[src/rtl/ixr_pkg.sv]
package ixr_pkg;
  localparam int WORD_W = 32;
  localparam int CNT_W  = 7;
  localparam int KEEP_W = 8;
  localparam int FLAG_W = 3;
  localparam int GAP_W  = 1;
  localparam int ZHI_W  = WORD_W - FLAG_W - KEEP_W - GAP_W - CNT_W;

  localparam int SO_IX   = WORD_W - 1;
  localparam int OV_IX   = WORD_W - 2;
  localparam int CA_IX   = WORD_W - 3;
  localparam int KEEP_LO = CNT_W + GAP_W;

  typedef enum logic [1:0] {
    OPC_HOLD  = 2'b00,
    OPC_ADD   = 2'b01,
    OPC_ADDC  = 2'b10,
    OPC_SHRA  = 2'b11
  } op_cls_e;

  typedef struct packed {
    logic so;
    logic ov;
    logic ca;
  } flags_t;
endpackage

[src/rtl/ixr_flag_next.sv]
module ixr_flag_next
  import ixr_pkg::*;
(
  input  logic [1:0] op_cls,
  input  logic       ov_en,
  input  logic       c_msb,
  input  logic       c_sub,
  input  logic       sra_neg,
  input  logic       sra_lost,
  input  flags_t     cur,
  output flags_t     nxt
);
  logic arith;
  logic ovf;

  always_comb begin
    arith = (op_cls == OPC_ADD) || (op_cls == OPC_ADDC);
    ovf   = c_msb ^ c_sub;
    nxt   = cur;
    if (arith && ov_en) begin
      nxt.ov = ovf;
      nxt.so = cur.so | ovf;
    end
    case (op_cls)
      OPC_ADDC: nxt.ca = c_msb;
      OPC_SHRA: nxt.ca = sra_neg & sra_lost;
      default:  nxt.ca = cur.ca;
    endcase
  end
endmodule

[src/rtl/ixr_sw_fields.sv]
module ixr_sw_fields #(
  parameter int CNT_W  = 7,
  parameter int KEEP_W = 8
) (
  input  logic              clk,
  input  logic              rst,
  input  logic              we,
  input  logic [CNT_W-1:0]  cnt_d,
  input  logic [KEEP_W-1:0] keep_d,
  output logic [CNT_W-1:0]  cnt_q,
  output logic [KEEP_W-1:0] keep_q
);
  always_ff @(posedge clk) begin
    if (rst) begin
      cnt_q  <= '0;
      keep_q <= '0;
    end else if (we) begin
      cnt_q  <= cnt_d;
      keep_q <= keep_d;
    end
  end

  AST_FIELDS_HOLD: assert property (@(posedge clk) disable iff (rst)
    !we |=> ($stable(cnt_q) && $stable(keep_q)));
endmodule

[src/rtl/int_exc_reg.sv]
module int_exc_reg
  import ixr_pkg::*;
(
  input  logic              clk,
  input  logic              rst,
  input  logic [1:0]        op_cls,
  input  logic              ov_en,
  input  logic              c_msb,
  input  logic              c_sub,
  input  logic              sra_neg,
  input  logic              sra_lost,
  input  logic              sw_we,
  input  logic [WORD_W-1:0] sw_wdata,
  output logic [WORD_W-1:0] xer_q,
  output logic              so_q,
  output logic              ov_q,
  output logic              ca_q,
  output logic [CNT_W-1:0]  byte_cnt
);
  flags_t flg_q, flg_n, flg_calc;
  logic [KEEP_W-1:0] keep_q;

  ixr_flag_next u_next (
    .op_cls   (op_cls),
    .ov_en    (ov_en),
    .c_msb    (c_msb),
    .c_sub    (c_sub),
    .sra_neg  (sra_neg),
    .sra_lost (sra_lost),
    .cur      (flg_q),
    .nxt      (flg_calc)
  );

  always_comb begin
    if (sw_we) flg_n = '{so: sw_wdata[SO_IX], ov: sw_wdata[OV_IX], ca: sw_wdata[CA_IX]};
    else       flg_n = flg_calc;
  end

  always_ff @(posedge clk) begin
    if (rst) flg_q <= '0;
    else     flg_q <= flg_n;
  end

  ixr_sw_fields #(.CNT_W(CNT_W), .KEEP_W(KEEP_W)) u_fields (
    .clk    (clk),
    .rst    (rst),
    .we     (sw_we),
    .cnt_d  (sw_wdata[CNT_W-1:0]),
    .keep_d (sw_wdata[KEEP_LO +: KEEP_W]),
    .cnt_q  (byte_cnt),
    .keep_q (keep_q)
  );

  assign xer_q = {flg_q.so, flg_q.ov, flg_q.ca, {ZHI_W{1'b0}}, keep_q, {GAP_W{1'b0}}, byte_cnt};
  assign so_q  = flg_q.so;
  assign ov_q  = flg_q.ov;
  assign ca_q  = flg_q.ca;

  AST_SO_STICKY: assert property (@(posedge clk) disable iff (rst)
    (so_q && !sw_we) |=> so_q);
  AST_OV_LOAD: assert property (@(posedge clk) disable iff (rst)
    (!sw_we && ov_en && (op_cls == OPC_ADD || op_cls == OPC_ADDC)) |=> (ov_q == $past(c_msb ^ c_sub)));
  AST_CA_CARRYING: assert property (@(posedge clk) disable iff (rst)
    (!sw_we && op_cls == OPC_ADDC) |=> (ca_q == $past(c_msb)));
  AST_CA_SHIFT: assert property (@(posedge clk) disable iff (rst)
    (!sw_we && op_cls == OPC_SHRA) |=> (ca_q == $past(sra_neg && sra_lost) && $stable(ov_q) && $stable(so_q)));
  AST_HOLD_FLAGS: assert property (@(posedge clk) disable iff (rst)
    (!sw_we && op_cls == OPC_HOLD) |=> ($stable(so_q) && $stable(ov_q) && $stable(ca_q)));
  AST_SW_WINS: assert property (@(posedge clk) disable iff (rst)
    sw_we |=> (xer_q[SO_IX] == $past(sw_wdata[SO_IX]) && xer_q[CA_IX] == $past(sw_wdata[CA_IX])
               && byte_cnt == $past(sw_wdata[CNT_W-1:0])));
endmodule

[config.mk]
export PLATFORM = sky130hd
export DESIGN_NAME = int_exc_reg
export DESIGN_NICKNAME = d
export VERILOG_FILES = /design/src/rtl/ixr_pkg.sv /design/src/rtl/ixr_flag_next.sv /design/src/rtl/ixr_sw_fields.sv /design/src/rtl/int_exc_reg.sv
export SDC_FILE = /design/constraint.sdc
export NUM_CORES = 1
export LEC_CHECK = 0
export BUFFER_PORTS_ARGS = -buffer_cell sky130_fd_sc_hd__clkbuf_2
export CAP_MARGIN = 25
export CORE_AREA = 10 10 53 75
export CTS_CLUSTER_DIAMETER = 40
export DETAILED_ROUTE_END_ITERATION = 16
export DIE_AREA = 0 0 63 85
export PLACE_DENSITY = 0.81
export SYNTH_ARGS = -nofsm -noshare
export SYNTH_HDL_FRONTEND = slang
export SYNTH_SLANG_ARGS = --single-unit
export TNS_END_PERCENT = 10
[constraint.sdc]
create_clock -name clk -period 1.15 [get_ports clk]
set_input_delay 0.115 -clock clk [delete_from_list [all_inputs] [get_ports clk]]
set_output_delay 0.115 -clock clk [all_outputs]
set_load 0.01 [all_outputs]
Yosys cells after proc, flatten, opt, wreduce, memory -nomap -nowiden --
Cells that the tools add are included.
Storage, ports and cells: input port bits 42, memory bits (writable) 0, flip-flop bits (word level) 18, memories kept 0, bits in read-only memories 0, bits in latches 0
Operators by class: reduce and logical (&&, ||, !) cells 4, $mul 0, equal/unequal tests 3, bitwise gates (word level) 3, magnitude comparators 0, div/mod/pow operators 0, multiplexer cells 3, shifts and indexed selects 0, $add $sub $neg 0
Operators with widths (count):
- $eq A2 B2 Y1 const B | 2
- $mux W3 | 1
- $reduce_bool A3 Y1 | 1
- $eq A2 B1 Y1 const B | 1
- $mux W2 | 1
- $pmux W1 S2 | 1
- $reduce_bool A2 Y1 | 1
- $and A1 B1 Y1 | 1
- $logic_and A1 B1 Y1 | 1
- $logic_or A1 B1 Y1 | 1
- $or A1 B1 Y1 | 1
- $xor A1 B1 Y1 | 1

Longest topological paths before layout --
Gate-level depths: netlist (run 1).
depth after elaboration 5, depth in mapped cells 5, gate-level depth less buffers 5

By module --
From an unflattened synthesis (run 1), not the netlist that was laid out.
Second synthesis, totals: cells, all modules 92, area total of the unflattened synthesis 917.1 µm²
By module, submodules not included:
- ixr_sw_fields | cells an instance 48, area an instance 541.8 µm², times used 1, seq. area each 300.3 µm²
- int_exc_reg | cells an instance 34, area an instance 285.3 µm², times used 1, seq. area each 60.1 µm²
- ixr_flag_next | cells an instance 10, area an instance 90.1 µm², times used 1, seq. area each 0.0 µm²

Least setup slack after synthesis (run 1) --
No wires, ideal clock.
path kind input port to flip-flop, start point in op_cls[0], end point reg flg_q (netlist bit ov_q), data arrival time 0.899 ns, required time 1.064 ns, setup slack 0.165 ns, cell stages on the path 5, path buffers 0, path through inv_1 > ha_1 > nand2b_1 > nand2b_1 > a221oi_2
Between the ends: cells in the longest elaborated chain, start to end 4, elaborated cells on any way between the ends 5, those cells by class 2 x eq/ne; 3 x reduce/logical
Ends and longest elaborated chain:
- start, declared | RTL line int_exc_reg.sv:6 | input logic [1:0] op_cls,
- $eq A2 B1 Y1 / $eq A2 B2 Y1 (equally long branches) | RTL line ixr_flag_next.sv:17 | arith = (op_cls == OPC_ADD) || (op_cls == OPC_ADDC);
- $logic_or A1 B1 Y1 (*) | RTL line ixr_flag_next.sv:17
- $logic_and A1 B1 Y1 (*) | RTL line ixr_flag_next.sv:20 | if (arith && ov_en) begin
- $reduce_bool A2 Y1 (no source line) (*)
- end signal, assigned | RTL line int_exc_reg.sv:41 | else flg_q <= flg_n;
- end, declared | RTL line int_exc_reg.sv:20 | flags_t flg_q, flg_n, flg_calc;
Every way passes the cells marked *; elsewhere a longest branch is shown, timed or not. A chain may end at the register's enable or synchronous reset.

==> results.md, run 1 <==
* Filler cell count at 278
* Setup TNS at 0 ns
* Worst Reg-to-Reg Cells at 3
* Smallest hold slack at 0.0991 ns
* Worst vdd rail ir drop at 0.571 mV
* Mapped Area at about 900 sq um
* Min-Delay Path Class: input port to register
* Worst setup path class: register to register
* Met2 Routed Length at 991 microns
* FMAX at 1080 MHz
* Async SR Flop Fraction at 0%
* Die area at roughly 0.0054 sq mm
* Count leader, synth: buf_4
* Crit path max fanout at 3
* Initial Util at roughly 34%
* Top cells by area, synth: dfxtp_1 39%, buf_4 20%, mux2i_1 17%, nor2_1 6.5%, a221oi_2 4.9%
* Die Span Y at 85 microns
* Synth top area share at 39.3%
* RR Startpoint: ca_q
* Crit path capture type: register
* Worst hold stages at 3
* Final setup vio count at 0
* I/O Pins at 84
* Initial DRC count at 47
* Routed len/inst at 12.5 microns
* Yosys warns at 0
* H-tree levels at 1
* Post-DP HPWL at between 1500 and 2000 microns
* Number of flops mapped to enable cells by yosys at 0
* Hold worst-path end: ov_q
* Seq/Total Area, Yosys at between 30% and 40%
* Clock sink total at 18
* Min Tclk post-route at 0.927 ns
* Top FF cell, synth: dfxtp_1
* Post-Syn Area per Cell at 9.76 sq um
* Placer Congestion at 0.680
* Synth cell count leaders: 25 x buf_4, 18 x dfxtp_1, 16 x mux2i_1, 16 x nor2_1, 4 x inv_1
* Wire length on met3 at 367 microns
* Inserted Clock Buffers at 3
* Netlist cell types at 15
* Critical path startpoint: ca_q
* Rows at 23
* Worst-path clk slew at 0.07 ns
* Setup Buffers After CTS at 0
* Post-route clock period utilization at 80.6%
* Via-to-Cell Ratio at 4.06
* CTS resizes at 0
* Area delta synth->final at 25.2%
* RSZ-0062 raised after global routing: false
* Hold_sp: sw_wdata[30]
* Worst path arrival time at 1.09 ns
* Iteration count of the initial detailed-routing pass at 4
* Drt drc at 0
* Final WL at between 2000 and 2500 microns
* Reg2Reg Setup Slack at 0.22 ns
* Highest metal used: met4
* Worst skew pair latency at 0.24 ns
* Vias in the first global route at slightly below 800
* Total number of vias at between 700 and 800
* Final net count at 185
* Share of cells above drive strength 1 at ~46%
* CTS tree: built
* Power per cell area at 1270 mW/mm^2
* Status: finished, final reports clean
* Overflow after GRT at 0
* Hold_buf cts at 0
* Maximum Capacitance Violations at 0
* Lkg Pwr at 0.650 nW
* Initial antenna violation count at 0
* Reg2Reg Capture Point: ca_q
* Clock Path Buffers at 2
* Skew final at 0 ns
* Port Buffers at between 50 and 60
* First-pass GRT wire length at approximately 3600 microns
* Number of antenna-violating nets in the routed design at 0
* Worst Path Required at between 1 and 1.5 ns
* Synth Register Bits at 18
* Final hold viol count at 0
* Root Buffer: clkbuf_8
* Ant diodes at 0
* Slew Limit Fails at 0
* Wl on met1 at 836 microns
* GRT Total Usage at 8.08%
* Crit path launch type: register
* Largest area contributor in the netlist: dfxtp_1
* Largest net degree at the start of global routing at 19
* Cells after Synth at 94
* Core area at roughly 0.0027 sq mm
* DIE WIDTH at 63 microns
==> layout make-up <==
type	count	area (sq um)	share of cell area, %
well taps	37	46.3	4.03
flip-flops and latches	18	360	31.4
multi-input cells	57	382	33.2
inverters	4	15.0	1.31
repair buffers	57	290	25.3
clock buffers	4	55.1	4.79
==> worst max-delay path: stages, from the launching register on <==
cell and delay (ns):
dfxtp_1 0.36, mux2i_1 0.08, or2_0 0.21, a221oi_2 0.20
==> per-stage QoR <==
| step | setup slack (ns) | total power [mW] | cell area (sq um) | util, % | std cells |
|---|---|---|---|---|---|
| 2_1_floorplan | 0.165 | 0.920 | 966 | - | 107 |
| 6_report | 0.223 | 1.46 | 1150 | 42.9 | 177 |
| 5_1_grt | 0.123 | 1.57 | 1150 | 42.9 | 177 |
| 3_5_place_dp | 0.0118 | 0.979 | 1090 | 40.9 | 173 |
| 3_3_place_gp | 0.0162 | 0.974 | 1090 | 40.9 | 173 |
| 4_1_cts | 0.217 | 1.49 | 1150 | 42.9 | 177 |
==> power by group <==
| part | total, mW | switching (mW) | internal (mW) |
|---|---|---|---|
| clock network | 0.501 | 0.198 | 0.304 |
| logic | 0.274 | 0.149 | 0.125 |
| registers | 0.688 | 0.0251 | 0.663 |
==> worst max-delay path by stage <==
stage | endpoint | slack, ns
floorplan | ov_q | 0.16
global placement | ov_q | 0.02
detailed placement | so_q | 0.01
CTS | ca_q | 0.22
global route | ca_q | 0.12
finish | ca_q | 0.22
==> placed cells by master, fill, tap and decap left out, drive strengths merged <==
cell,instances
ha,2
a31oi,1
nor2,16
inv,4
xor2,1
mux2i,16
buf,2
or2,1
dfxtp,18
conb,14
a21oi,1
a221oi,3
nand2b,2
clkbuf,59
==> flip-flops by register name, indices dropped and copies added, names as in the netlist <==
signal and flops:
ca_q 1, ov_q 1, so_q 1, u_fields.cnt_q 7, u_fields.keep_q 8
==> metal layers <==
| layer | up-vias | GRT usage (%) |
|---|---|---|
| li1 | 357 | - |
| met3 | 2 | 5.92 |
| met2 | 49 | 12.8 |
| met5 | - | 0 |
| met4 | 0 | 3.67 |
| met1 | 310 | 7.75 |
==> kinds of logic after synthesis <==
family	synth area share (%)
flip-flops	39.3
AO/OA/AOI/OAI	6.14
adder cells (fa/ha/maj)	2.73
buffers and inverters	24.4
AND/OR/NAND/NOR	8.60
other	0.409
XOR/XNOR	0.955
multiplexers	17.5
(Power assumes the default switching activity.)
==> run 2, diff against run 1 <==
--- a/config.mk
+++ b/config.mk
@@ -5,6 +5,7 @@
 export SDC_FILE = /design/constraint.sdc
 export NUM_CORES = 1
 export LEC_CHECK = 0
+export ABC_AREA = 1
 export BUFFER_PORTS_ARGS = -buffer_cell sky130_fd_sc_hd__clkbuf_2
 export CAP_MARGIN = 25
 export CORE_AREA = 10 10 53 75
==> constraint.sdc (replaced) <==
create_clock -name clk -period 0.9 [get_ports clk]
set_input_delay 0.09 -clock clk [delete_from_list [all_inputs] [get_ports clk]]
set_output_delay 0.09 -clock clk [all_outputs]
set_load 0.01 [all_outputs]
==> results.md, run 2 <==
* Clock Path Buffers at 2
* Synth cell count leaders: 32 x nor2_1, 24 x buf_4, 18 x dfxtp_1, 18 x o21ai_0, 7 x inv_1
* Netlist cell types at 18
* Port Buffers at 55
* Rows at 23
* Clock sink total at 18
* Ant diodes at 0
* Post-route clock period utilization at ~93%
* Worst vdd rail ir drop at 1.12 mV
* Slew Limit Fails at 0
* Vias in the first global route at 879
* CTS tree: built
* Buf+Inv Stages, Crit Path at 1
* Worst Path Required at 0.81 ns
* Most frequent cells in the layout: 55 x clkbuf_2, 32 x nor2_1, 18 x o21ai_0, 18 x dfxtp_1, 14 x conb_1
* Initial DRC count at 10
* Worst skew pair latency at ~0.25 ns
* Via-to-Cell Ratio at 4.13
* Mapped Area at 916 sq um
* Worst hold stages at 2
* Power per cell area at roughly 1600 mW/mm^2
* Number of antenna-violating nets in the routed design at 0
* Min-Delay Path Class: input port to register
* FMAX at ~1200 MHz
* Drt drc at 0
* Synth top area share at about two fifths
* GRT Total Usage at slightly below 9%
* Sequential Area at 360 sq um
* Filler cell count at 298
* Root Buffer: clkbuf_8
* Cells after Synth at 121
* Top FF cell, synth: dfxtp_1
* Delay of the slowest critical-path stage at 0.36 ns
* Lkg Pwr at 0.668 nW
* Final hold viol count at 0
* Overflow after GRT at 0
* Cell Chain, Critical Path: clkbuf_2
* Reg2Reg Capture Point: ca_q
* Worst path arrival time at about 0.75 ns
* Top cells by area, synth: dfxtp_1 39%, buf_4 20%, nor2_1 13%, o21ai_0 9.8%, inv_1 2.9%
* Seq/Total Area, Yosys at 39.3%
* Pwr Total at roughly 1.9 mW
* First-pass GRT wire length at 3920 microns
* Area of the multi-input gates at 368 sq um
* Hold worst-path end: ov_q
* Share of cells above drive strength 1 at 40.4%
* Hold_buf cts at 0
* Die Span Y at around 85 microns
* Routed len/inst at 12.0 microns
* Iteration count of the initial detailed-routing pass at 4
* Number of flops mapped to enable cells by yosys at 0
* Total number of vias at 858
* Largest area contributor in the netlist: dfxtp_1
* Worst-path clk slew at 0.07 ns
* Initial antenna violation count at 0
* Area delta synth->final at 30.2%
* Largest net degree at the start of global routing at 16
* Final net count at roughly 220
* Synth Register Bits at 18
* Crit path capture type: output pin
* Crit path max fanout at 3
* I/O Pins at 84
* Critical-path top delay cell: dfxtp_1
* Reg2Reg Setup Slack at between 0.15 and 0.2 ns
* Cell family with most CP delay: flip-flops
* Final setup vio count at 0
* Post-Syn Area per Cell at 7.57 sq um
* DIE WIDTH at 63 microns
* H-tree levels at 1
* Worst Reg-to-Reg Cells at 4
* Most common cell after layout, fill and taps aside: clkbuf_2
* Die area at 0.00536 sq mm
* Hold_sp: rst
* Min Tclk post-route at 0.840 ns
* Setup Buffers After CTS at 0
* RR Startpoint: ca_q
* Core area at ~0.0027 sq mm
* Final Util at 44.6%
* Top reg by flops: u_fields.keep_q
* Skew final at 0 ns
* Maximum Capacitance Violations at 0
* Yosys warns at 0
* RSZ-0062 raised after global routing: false
* Initial Util at 34.2%
* Placer Congestion at 0.785
* Async SR Flop Fraction at 0%
* Post-DP HPWL at ~2100 microns
* Largest registers: u_fields.keep_q x8, u_fields.cnt_q x7
* Crit path launch type: register
* Final WL at 2490 microns
* CTS resizes at 0
* Inserted Clock Buffers at 3
* Number of flip-flops in the largest register at 8
* Status: finished, final reports clean
* Worst setup path class: register to output pin
* Count leader, synth: nor2_1
[run 2: power breakdown]
group	total (mW)	leakage, nW	internal [mW]	switching [mW]
sequential	0.887	0.150	0.855	0.0322
clock	0.646	0.0288	0.388	0.258
combinational	0.389	0.489	0.169	0.220
[run 2: routing by layer]
metal	up-vias	global-route usage (%)	wire length, microns
li1	443	-	-
met1	374	8.09	934
met2	39	15.5	1270
met3	2	5.13	275
met4	0	3.06	16
met5	-	0	0
[run 2: logic make-up after synthesis]
| family | share of synthesized area, % |
|---|---|
| compound gates | 11.9 |
| fa+ha+maj | 2.73 |
| buf+inv | 25.8 |
| flops | 39.3 |
| other cells | 0.409 |
| simple gates | 19.8 |
[run 2: final cells by class]
class | count | share of cell area [%]
repair buffers | 61 | 27.9
well taps | 37 | 3.88
inverters | 8 | 2.52
clock buffers | 4 | 4.62
multi-input cells | 80 | 30.9
flip-flops and latches | 18 | 30.2
[run 2: how the worst max path moves through the flow]
| stage | start | endpoint | slack [ns] | cells past startpoint |
|---|---|---|---|---|
| detailed placement | op_cls[0] | so_q | -0.10 | 8 |
| global route | u_fields.cnt_q[5] | byte_cnt[5] | 0.007 | 1 |
| finish | ca_q | xer_q[29] | 0.06 | 1 |
| floorplan | op_cls[0] | so_q | 0.07 | 7 |
| global placement | op_cls[0] | so_q | -0.08 | 8 |
| CTS | ca_q | xer_q[29] | 0.03 | 1 |
[run 2: per-stage QoR]
stage          cells  worst slack [ns]  instance area, sq um  hold WS (ns)  TNS [ns]
2_1_floorplan    134            0.0660                   965         0.152         0
3_3_place_gp     204           -0.0796                  1140         0.282    -0.136
6_report         208            0.0596                  1190        0.0119         0
5_1_grt          208           0.00671                  1190        0.0161         0
4_1_cts          208            0.0349                  1190       0.00886         0
3_5_place_dp     204            -0.103                  1140         0.280    -0.200
